==> src/rtl/acc_cpu_pkg.sv <==
package acc_cpu_pkg;

  localparam int OPC_W        = 4;
  localparam int FETCH_PHASES = 3;

  typedef logic [OPC_W-1:0] opc_t;

  localparam opc_t OPC_LOAD  = 4'h1;
  localparam opc_t OPC_ADD   = 4'h2;
  localparam opc_t OPC_ADC   = 4'h3;
  localparam opc_t OPC_SUB   = 4'h4;
  localparam opc_t OPC_SBB   = 4'h5;
  localparam opc_t OPC_JMP   = 4'h6;
  localparam opc_t OPC_JC    = 4'h7;
  localparam opc_t OPC_JZ    = 4'h8;
  localparam opc_t OPC_JNC   = 4'h9;
  localparam opc_t OPC_JNZ   = 4'hA;
  localparam opc_t OPC_STORE = 4'hB;
  localparam opc_t OPC_HALT  = 4'hC;
  localparam opc_t OPC_RST   = 4'hD;

  typedef enum logic [2:0] {
    ST_ISSUE,
    ST_FETCH,
    ST_EXEC,
    ST_DATA,
    ST_HALT
  } seq_state_e;

endpackage

==> src/rtl/acc_cpu_fetch.sv <==
module acc_cpu_fetch
  import acc_cpu_pkg::*;
#(
  parameter int DATA_W = 8,
  parameter int PHASES = FETCH_PHASES
) (
  input  logic                         clk,
  input  logic                         rst_n,
  input  logic                         fetch_en,
  input  logic [DATA_W-1:0]            rdata,
  output logic [$clog2(PHASES)-1:0]    phase,
  output logic                         last,
  output opc_t                         opc,
  output logic [(PHASES-1)*DATA_W-1:0] addr
);

  localparam int PH_W = $clog2(PHASES);

  logic [PH_W-1:0] phase_q, phase_d;

  assign phase = phase_q;
  assign last  = (phase_q == PH_W'(PHASES - 1));

  always_comb begin
    phase_d = phase_q;
    if (fetch_en) begin
      phase_d = last ? '0 : phase_q + 1'b1;
    end
  end

  always_ff @(posedge clk or negedge rst_n) begin
    if (!rst_n) phase_q <= '0;
    else        phase_q <= phase_d;
  end

  // One holding register per phase; only the phase-selected one loads.
  for (genvar g = 0; g < PHASES; g++) begin : g_latch
    logic load_en;
    assign load_en = fetch_en && (phase_q == PH_W'(g));
    if (g == 0) begin : g_code
      opc_t opc_q;
      always_ff @(posedge clk or negedge rst_n) begin
        if (!rst_n)       opc_q <= '0;
        else if (load_en) opc_q <= rdata[OPC_W-1:0];
      end
      assign opc = opc_q;
    end else begin : g_addr
      logic [DATA_W-1:0] byte_q;
      always_ff @(posedge clk or negedge rst_n) begin
        if (!rst_n)       byte_q <= '0;
        else if (load_en) byte_q <= rdata;
      end
      assign addr[(PHASES-1-g)*DATA_W +: DATA_W] = byte_q;
    end
  end

  // a fetch lasts exactly the three phases, then hands over to execute
  assert_three_phases_R2: assert property (@(posedge clk) disable iff (!rst_n)
    fetch_en && last |=> !fetch_en)
    else $error("fetch ran past its last phase");

  // every fetch starts at the opcode phase
  assert_phase_origin_R2: assert property (@(posedge clk) disable iff (!rst_n)
    $rose(fetch_en) |-> phase_q == '0)
    else $error("fetch started mid-sequence");

endmodule

==> src/rtl/acc_cpu_alu.sv <==
module acc_cpu_alu #(
  parameter int DATA_W = 8
) (
  input  logic [DATA_W-1:0] a,
  input  logic [DATA_W-1:0] m,
  input  logic              sub,
  input  logic              use_c,
  input  logic              c_in,
  output logic [DATA_W-1:0] res,
  output logic              c_out
);

  logic [DATA_W-1:0] opnd;
  logic              cin;
  logic [DATA_W:0]   sum;

  always_comb begin
    opnd = sub ? ~m : m;
    cin  = use_c ? c_in : sub;
    sum  = {1'b0, a} + {1'b0, opnd} + {{DATA_W{1'b0}}, cin};
  end

  assign res   = sum[DATA_W-1:0];
  assign c_out = sum[DATA_W];

endmodule

==> src/rtl/acc_cpu_seq.sv <==
module acc_cpu_seq
  import acc_cpu_pkg::*;
#(
  parameter int DATA_W = 8,
  parameter int ADDR_W = 16,
  parameter int PH_W   = 2
) (
  input  logic              clk,
  input  logic              rst_n,
  input  logic              fetch_last,
  input  logic [PH_W-1:0]   phase,
  input  opc_t              opc,
  input  logic [ADDR_W-1:0] tgt,
  input  logic [DATA_W-1:0] mem_rdata,
  input  logic [DATA_W-1:0] alu_res,
  input  logic              alu_c,
  output logic              fetch_en,
  output logic [ADDR_W-1:0] mem_addr,
  output logic [DATA_W-1:0] mem_wdata,
  output logic              mem_we,
  output logic              halted,
  output logic [DATA_W-1:0] acc,
  output logic              carry,
  output logic              alu_sub,
  output logic              alu_usec
);

  localparam logic [ADDR_W-1:0] INSN_BYTES = ADDR_W'(3);

  seq_state_e        st_q, st_d;
  logic [ADDR_W-1:0] pc_q, pc_d, pc_next;
  logic [DATA_W-1:0] acc_q, acc_d;
  logic              c_q, c_d, z_q, z_d;
  logic              take;

  assign pc_next   = pc_q + INSN_BYTES;
  assign mem_wdata = acc_q;
  assign halted    = (st_q == ST_HALT);
  assign acc       = acc_q;
  assign carry     = c_q;

  always_comb begin
    unique case (opc)
      OPC_JMP: take = 1'b1;
      OPC_JC:  take = c_q;
      OPC_JZ:  take = z_q;
      OPC_JNC: take = !c_q;
      OPC_JNZ: take = !z_q;
      default: take = 1'b0;
    endcase
  end

  always_comb begin
    st_d     = st_q;
    pc_d     = pc_q;
    acc_d    = acc_q;
    c_d      = c_q;
    z_d      = z_q;
    mem_addr = pc_q;
    mem_we   = 1'b0;
    fetch_en = 1'b0;
    alu_sub  = (opc == OPC_SUB) || (opc == OPC_SBB);
    alu_usec = (opc == OPC_ADC) || (opc == OPC_SBB);
    unique case (st_q)
      ST_ISSUE: st_d = ST_FETCH;
      ST_FETCH: begin
        fetch_en = 1'b1;
        mem_addr = pc_q + ADDR_W'(phase) + ADDR_W'(1);
        if (fetch_last) st_d = ST_EXEC;
      end
      ST_EXEC: begin
        st_d = ST_ISSUE;
        unique case (opc)
          OPC_LOAD, OPC_ADD, OPC_ADC, OPC_SUB, OPC_SBB: begin
            mem_addr = tgt;
            st_d     = ST_DATA;
          end
          OPC_STORE: begin
            mem_addr = tgt;
            mem_we   = 1'b1;
            pc_d     = pc_next;
          end
          OPC_JMP, OPC_JC, OPC_JZ, OPC_JNC, OPC_JNZ:
            pc_d = take ? tgt : pc_next;
          OPC_HALT: st_d = ST_HALT;
          OPC_RST: begin
            pc_d  = '0;
            acc_d = '0;
            c_d   = 1'b0;
            z_d   = 1'b0;
          end
          default: pc_d = pc_next;
        endcase
      end
      ST_DATA: begin
        mem_addr = tgt;
        pc_d     = pc_next;
        st_d     = ST_ISSUE;
        if (opc == OPC_LOAD) begin
          acc_d = mem_rdata;
        end else begin
          acc_d = alu_res;
          c_d   = alu_c;
          z_d   = (alu_res == '0);
        end
      end
      ST_HALT: st_d = ST_HALT;
      default: st_d = ST_ISSUE;
    endcase
  end

  always_ff @(posedge clk or negedge rst_n) begin
    if (!rst_n) begin
      st_q  <= ST_ISSUE;
      pc_q  <= '0;
      acc_q <= '0;
      c_q   <= 1'b0;
      z_q   <= 1'b0;
    end else begin
      st_q  <= st_d;
      pc_q  <= pc_d;
      acc_q <= acc_d;
      c_q   <= c_d;
      z_q   <= z_d;
    end
  end

  // a write goes to the assembled address and carries the accumulator
  assert_store_target_R6: assert property (@(posedge clk) disable iff (!rst_n)
    mem_we |-> (mem_addr == tgt) && (mem_wdata == acc_q))
    else $error("store to wrong address or data");

  // the data step resumes the stream three bytes on
  assert_stream_kept_R8: assert property (@(posedge clk) disable iff (!rst_n)
    st_q == ST_DATA |=> pc_q == $past(pc_q) + INSN_BYTES)
    else $error("data access moved the program counter");

  // unconditional jump lands on the fetched address
  assert_jump_target_R7: assert property (@(posedge clk) disable iff (!rst_n)
    (st_q == ST_EXEC) && (opc == OPC_JMP) |=> pc_q == $past(tgt))
    else $error("jump did not reach its target");

  // once halted, nothing moves
  assert_halt_freeze_R9: assert property (@(posedge clk) disable iff (!rst_n)
    halted |=> halted && !mem_we && $stable(mem_addr) && $stable(acc_q))
    else $error("activity while halted");

  // reset operation clears the architectural state
  assert_soft_reset_R10: assert property (@(posedge clk) disable iff (!rst_n)
    (st_q == ST_EXEC) && (opc == OPC_RST) |=> (pc_q == '0) && (acc_q == '0) && !c_q && !z_q)
    else $error("reset operation left state behind");

endmodule

==> src/rtl/acc_cpu.sv <==
module acc_cpu
  import acc_cpu_pkg::*;
#(
  parameter int DATA_W = 8
) (
  input  logic                clk,
  input  logic                rst_n,
  output logic [2*DATA_W-1:0] mem_addr,
  output logic [DATA_W-1:0]   mem_wdata,
  input  logic [DATA_W-1:0]   mem_rdata,
  output logic                mem_we,
  output logic                halted,
  output logic [DATA_W-1:0]   acc_out
);

  localparam int ADDR_W = 2 * DATA_W;
  localparam int PH_W   = $clog2(FETCH_PHASES);

  logic [1:0]        rst_sync_q;
  logic              rst_int_n;
  logic              fetch_en, fetch_last;
  logic [PH_W-1:0]   phase;
  opc_t              opc;
  logic [ADDR_W-1:0] tgt;
  logic [DATA_W-1:0] acc, alu_res;
  logic              carry, alu_c, alu_sub, alu_usec;

  // Asynchronous assertion, synchronous release
  always_ff @(posedge clk or negedge rst_n) begin
    if (!rst_n) rst_sync_q <= '0;
    else        rst_sync_q <= {rst_sync_q[0], 1'b1};
  end
  assign rst_int_n = rst_sync_q[1];

  acc_cpu_fetch #(.DATA_W(DATA_W), .PHASES(FETCH_PHASES)) u_fetch (
    .clk      (clk),
    .rst_n    (rst_int_n),
    .fetch_en (fetch_en),
    .rdata    (mem_rdata),
    .phase    (phase),
    .last     (fetch_last),
    .opc      (opc),
    .addr     (tgt)
  );

  acc_cpu_alu #(.DATA_W(DATA_W)) u_alu (
    .a     (acc),
    .m     (mem_rdata),
    .sub   (alu_sub),
    .use_c (alu_usec),
    .c_in  (carry),
    .res   (alu_res),
    .c_out (alu_c)
  );

  acc_cpu_seq #(.DATA_W(DATA_W), .ADDR_W(ADDR_W), .PH_W(PH_W)) u_seq (
    .clk        (clk),
    .rst_n      (rst_int_n),
    .fetch_last (fetch_last),
    .phase      (phase),
    .opc        (opc),
    .tgt        (tgt),
    .mem_rdata  (mem_rdata),
    .alu_res    (alu_res),
    .alu_c      (alu_c),
    .fetch_en   (fetch_en),
    .mem_addr   (mem_addr),
    .mem_wdata  (mem_wdata),
    .mem_we     (mem_we),
    .halted     (halted),
    .acc        (acc),
    .carry      (carry),
    .alu_sub    (alu_sub),
    .alu_usec   (alu_usec)
  );

  assign acc_out = acc;

endmodule

==> config.mk <==
export PLATFORM = sky130hd
export DESIGN_NAME = acc_cpu
export DESIGN_NICKNAME = d
export VERILOG_FILES = /design/src/rtl/acc_cpu_pkg.sv /design/src/rtl/acc_cpu_fetch.sv /design/src/rtl/acc_cpu_alu.sv /design/src/rtl/acc_cpu_seq.sv /design/src/rtl/acc_cpu.sv
export SDC_FILE = /design/constraint.sdc
export NUM_CORES = 1
export LEC_CHECK = 0
export BUFFER_PORTS_ARGS = -buffer_cell sky130_fd_sc_hd__clkbuf_2
export CAP_MARGIN = 20
export CORE_ASPECT_RATIO = 0.7
export CORE_MARGIN = 5
export CORE_UTILIZATION = 35
export DETAILED_ROUTE_END_ITERATION = 6
export HOLD_SLACK_MARGIN = 0.05
export PLACE_DENSITY_LB_ADDON = 0.12
export SLEW_MARGIN = 10
export SYNTH_ARGS = -nofsm -noshare
export SYNTH_HDL_FRONTEND = slang
export SYNTH_HIERARCHICAL = 1
export SYNTH_SLANG_ARGS = --single-unit
==> constraint.sdc <==
create_clock -name clk -period 5.7 [get_ports clk]
set_input_delay 0.57 -clock clk [delete_from_list [all_inputs] [get_ports clk]]
set_output_delay 0.57 -clock clk [all_outputs]
set_load 0.02 [all_outputs]
==> flow_summary.yaml <==
outcome:
  status: "completed"
floorplanning:
  core.rowCount: 32
  start_util_pct: 35.5
  core_mm2: 0.0109
  dieHeight_um: 98.1
  dieArea_mm2: 0.0133
  pin_count: 44
  fp.dieW_um: 136
worst_setup_path:
  rr_startpoint: "u_fetch/opc[3]"
  end_kind: "flop"
  critPathKind: "reg2reg"
  worstSetupStartpointType: "flop"
  r2r_end: "u_seq/z_q"
  arrival_ns: 3.93
  reg2reg_slack_ns: 2.00
  required_ns: 5.93
  r2r_cells: 14
  crit_fanout: 13
grt:
  overflow: 0
  grt_usage_pct: 17.4
  grt_max_degree: 52
  antenna_found_initial: 0
  grt_first_pass_wirelength_mm: 18.4
  grt_pass1_vias: 3203
sta:
  slew-limit-headroom_pct: 25.7
  rsz0062_at_grt: "no"
  final.setup.worst_slack_ns: 2.00
  fin_crit_sh_pct: 64.9
  slew_viol_final: 0
  hold_viol_final: 0
  setup_viol: 0
  skew_ns: 0.00571
  timing.final.crit_period_ns: 3.70
  tns_ns: 0
  worst_pin_slew_ns: 1.11
  fmax_ghz: 0.270
placed_design:
  dpl.hpwl_mm: 8.21
  io_buffers: 43
  pre_cts_ws_ns: 2.11
  routabilityCongestion: 0.834
clock_network:
  cts_made_buffers: 5
  htreeDepth: 2
  clockBufferDepth: 2
  clk_latency_ns: 0.29
  cts.sinks: 53
  cts-root-buf: "clkbuf_16"
  tritoncts: "yes"
  ctsResizeCount: 0
  clk_pin_slew_ns: 0.07
  cts_setup_buffers: 0
final_layout:
  synthToLayoutAreaGrowth_pct: 11.1
  n_fill_cell: 1087
  layout_commonest_cell: "dfrtp_1"
  final_cell_mix: "52 x dfrtp_1, 51 x nand2_1, 43 x clkbuf_2"
  antennaDiodeCount: 0
  layout.nets: 472
  post-route-util_pct: 39.5
  layout-drive-gt1-share_pct: 20.7
power_and_ir_drop:
  cellPowerDensity_mw_per_mm2: 186
  p_leak_nw: 1.77
  ir_drop_mv: 0.140
routing:
  drtIter0Drc: 271
  dr.pass1.iters: 6
  vias: 3408
  drc: 0
  routedWlPerCell_um: 18.7
  drt-vias-per-instance: 5.65
  ant_nets: 0
  drt_wl_total_mm: 11.2
synth:
  yosys.area_share.simple_pct: 20.8
  syn_area_per_cell_um2: 9.08
  synth_top_family_by_area: "compound AO/OA/AOI/OAI gates"
  synth.distinct_cells: 66
  synthXorXnorAreaFrac_pct: 2.93
  syn-instance-count: 428
  synth_compound_area_share_pct: 22.4
  synthAdderAreaFrac_pct: 4.77
  synth_flop_cell: "dfrtp_1"
  yosysWarnings: 6
  synth_fp_nets: 451
  syn_area_mm2: 0.00388
  async_flop_share_pct: 100
  synth_edf_count: 0
  ys_seq_area_share_pct: 34.1
  muxShareOfSynthArea_pct: 8.44
  synth_seq_cells: 53
hold_path:
  holdCritPathClass: "reg2reg"
  hold_depth: 0
  holdCritStartpoint: "rst_sync_q[0]"
  whs_endpoint: "rst_sync_q[1]"
run:
  cap_violations: 0
[through the flow]
step,power [mW],hold WS [ns],std cells,cell area [µm²]
2_1_floorplan,0.427,0.274,428,3880
3_3_place_gp,0.447,0.337,594,4130
3_5_place_dp,0.448,0.341,594,4130
4_1_cts,0.809,0.357,603,4320
5_1_grt,0.837,0.379,603,4320
6_report,0.801,0.357,603,4320
[kinds of logic after synthesis]
| group | Yosys count |
|---|---|
| AND/OR/NAND/NOR | 153 |
| AO/OA/AOI/OAI | 115 |
| other | 1 |
| flip-flops | 53 |
| adder cells (fa/ha/maj) | 13 |
| XOR/XNOR | 13 |
| buffers and inverters | 50 |
| multiplexers | 30 |
[power by group]
group / switching (mW) / internal (mW)
logic: 0.0314 / 0.0203
registers: 0.00588 / 0.382
clock network: 0.141 / 0.220
total: 0.178 / 0.623
[flip-flops by register name, summed over array words and instances (netlist names)]
signal                         cells
u_seq/carry                        1
u_seq/st_q                         3
u_seq/acc                          8
u_fetch/g_latch.g_addr.byte_q     16
u_fetch/phase                      2
u_fetch/opc                        4
rst_sync_q                         2
u_seq/z_q                          1
u_seq/pc_q                        16
[area by class of cell]
class                           count  area [µm²]  share of cell area [%]
Inverter                           18        67.6                    1.57
Clock inverter                      1        30.0                   0.696
Timing Repair Buffer               46         240                    5.57
Multi-Input combinational cell    325        2320                    53.7
Sequential cell                    53        1330                    30.8
Clock buffer                        7         143                    3.31
Tap cell                          153         191                    4.44
[worst max-delay path, stage by stage, from the launching register on]
cell and delay, ns:
dfrtp_1 0.55, inv_1 0.22, and3_1 0.53, xor2_1 0.24, fa_1 0.24, inv_1 0.06, fa_1 0.40, nor2b_1 0.13
o21ai_1 0.07, a21oi_1 0.27, nor2_1 0.11, nor4_1 0.46, nand2_1 0.11, nor2_1 0.10, mux2_2 0.16
[cell usage after synthesis (all sizes together), types with 5 or more instances]
cell / n / share of area [%]
dfrtp: 53 / 34
nand2: 51 / 4.9
o21ai: 33 / 4.3
buf: 24 / 3.9
nor2: 23 / 2.2
mux2: 22 / 6.4
a21oi: 19 / 2.6
inv: 17 / 1.6
a221o: 16 / 4.1
nor3: 14 / 1.9
ha: 10 / 3.2
xor2: 10 / 2.3
nor2b: 9 / 1.4
clkbuf: 8 / 0.77
mux2i: 8 / 2.1
nand3: 8 / 1.0
nand2b: 6 / 0.97
nand4: 6 / 0.97
nor4: 6 / 0.97
o211ai: 6 / 1.2
nand3b: 5 / 1.2
nor4b: 5 / 1.4
o311ai: 5 / 1.1
or3: 5 / 0.81
[layer usage]
metal | track usage (%) | share of wire (%)
met5 | 0 | 0
met4 | 2.79 | 0.46
met3 | 3.09 | 5.5
met2 | 24.2 | 42
met1 | 28.1 | 52
[how the worst max path moves through the flow]
stage,depth (start not counted),start,to
floorplan,6,u_fetch/phase[0],mem_addr[14]
global placement,14,u_fetch/opc[3],u_seq/z_q
detailed placement,15,u_fetch/opc[3],u_seq/z_q
CTS,15,u_fetch/opc[3],u_seq/z_q
global route,14,u_fetch/opc[3],u_seq/z_q
finish,14,u_fetch/opc[3],u_seq/z_q
[repair_timing]
action / CTS / global route
hold buffers: 1 / 0
hold endpoints to repair: 2 / 0
setup endpoints to repair: 0 / 0
Note: power is estimated with default switching activity, not from simulation.
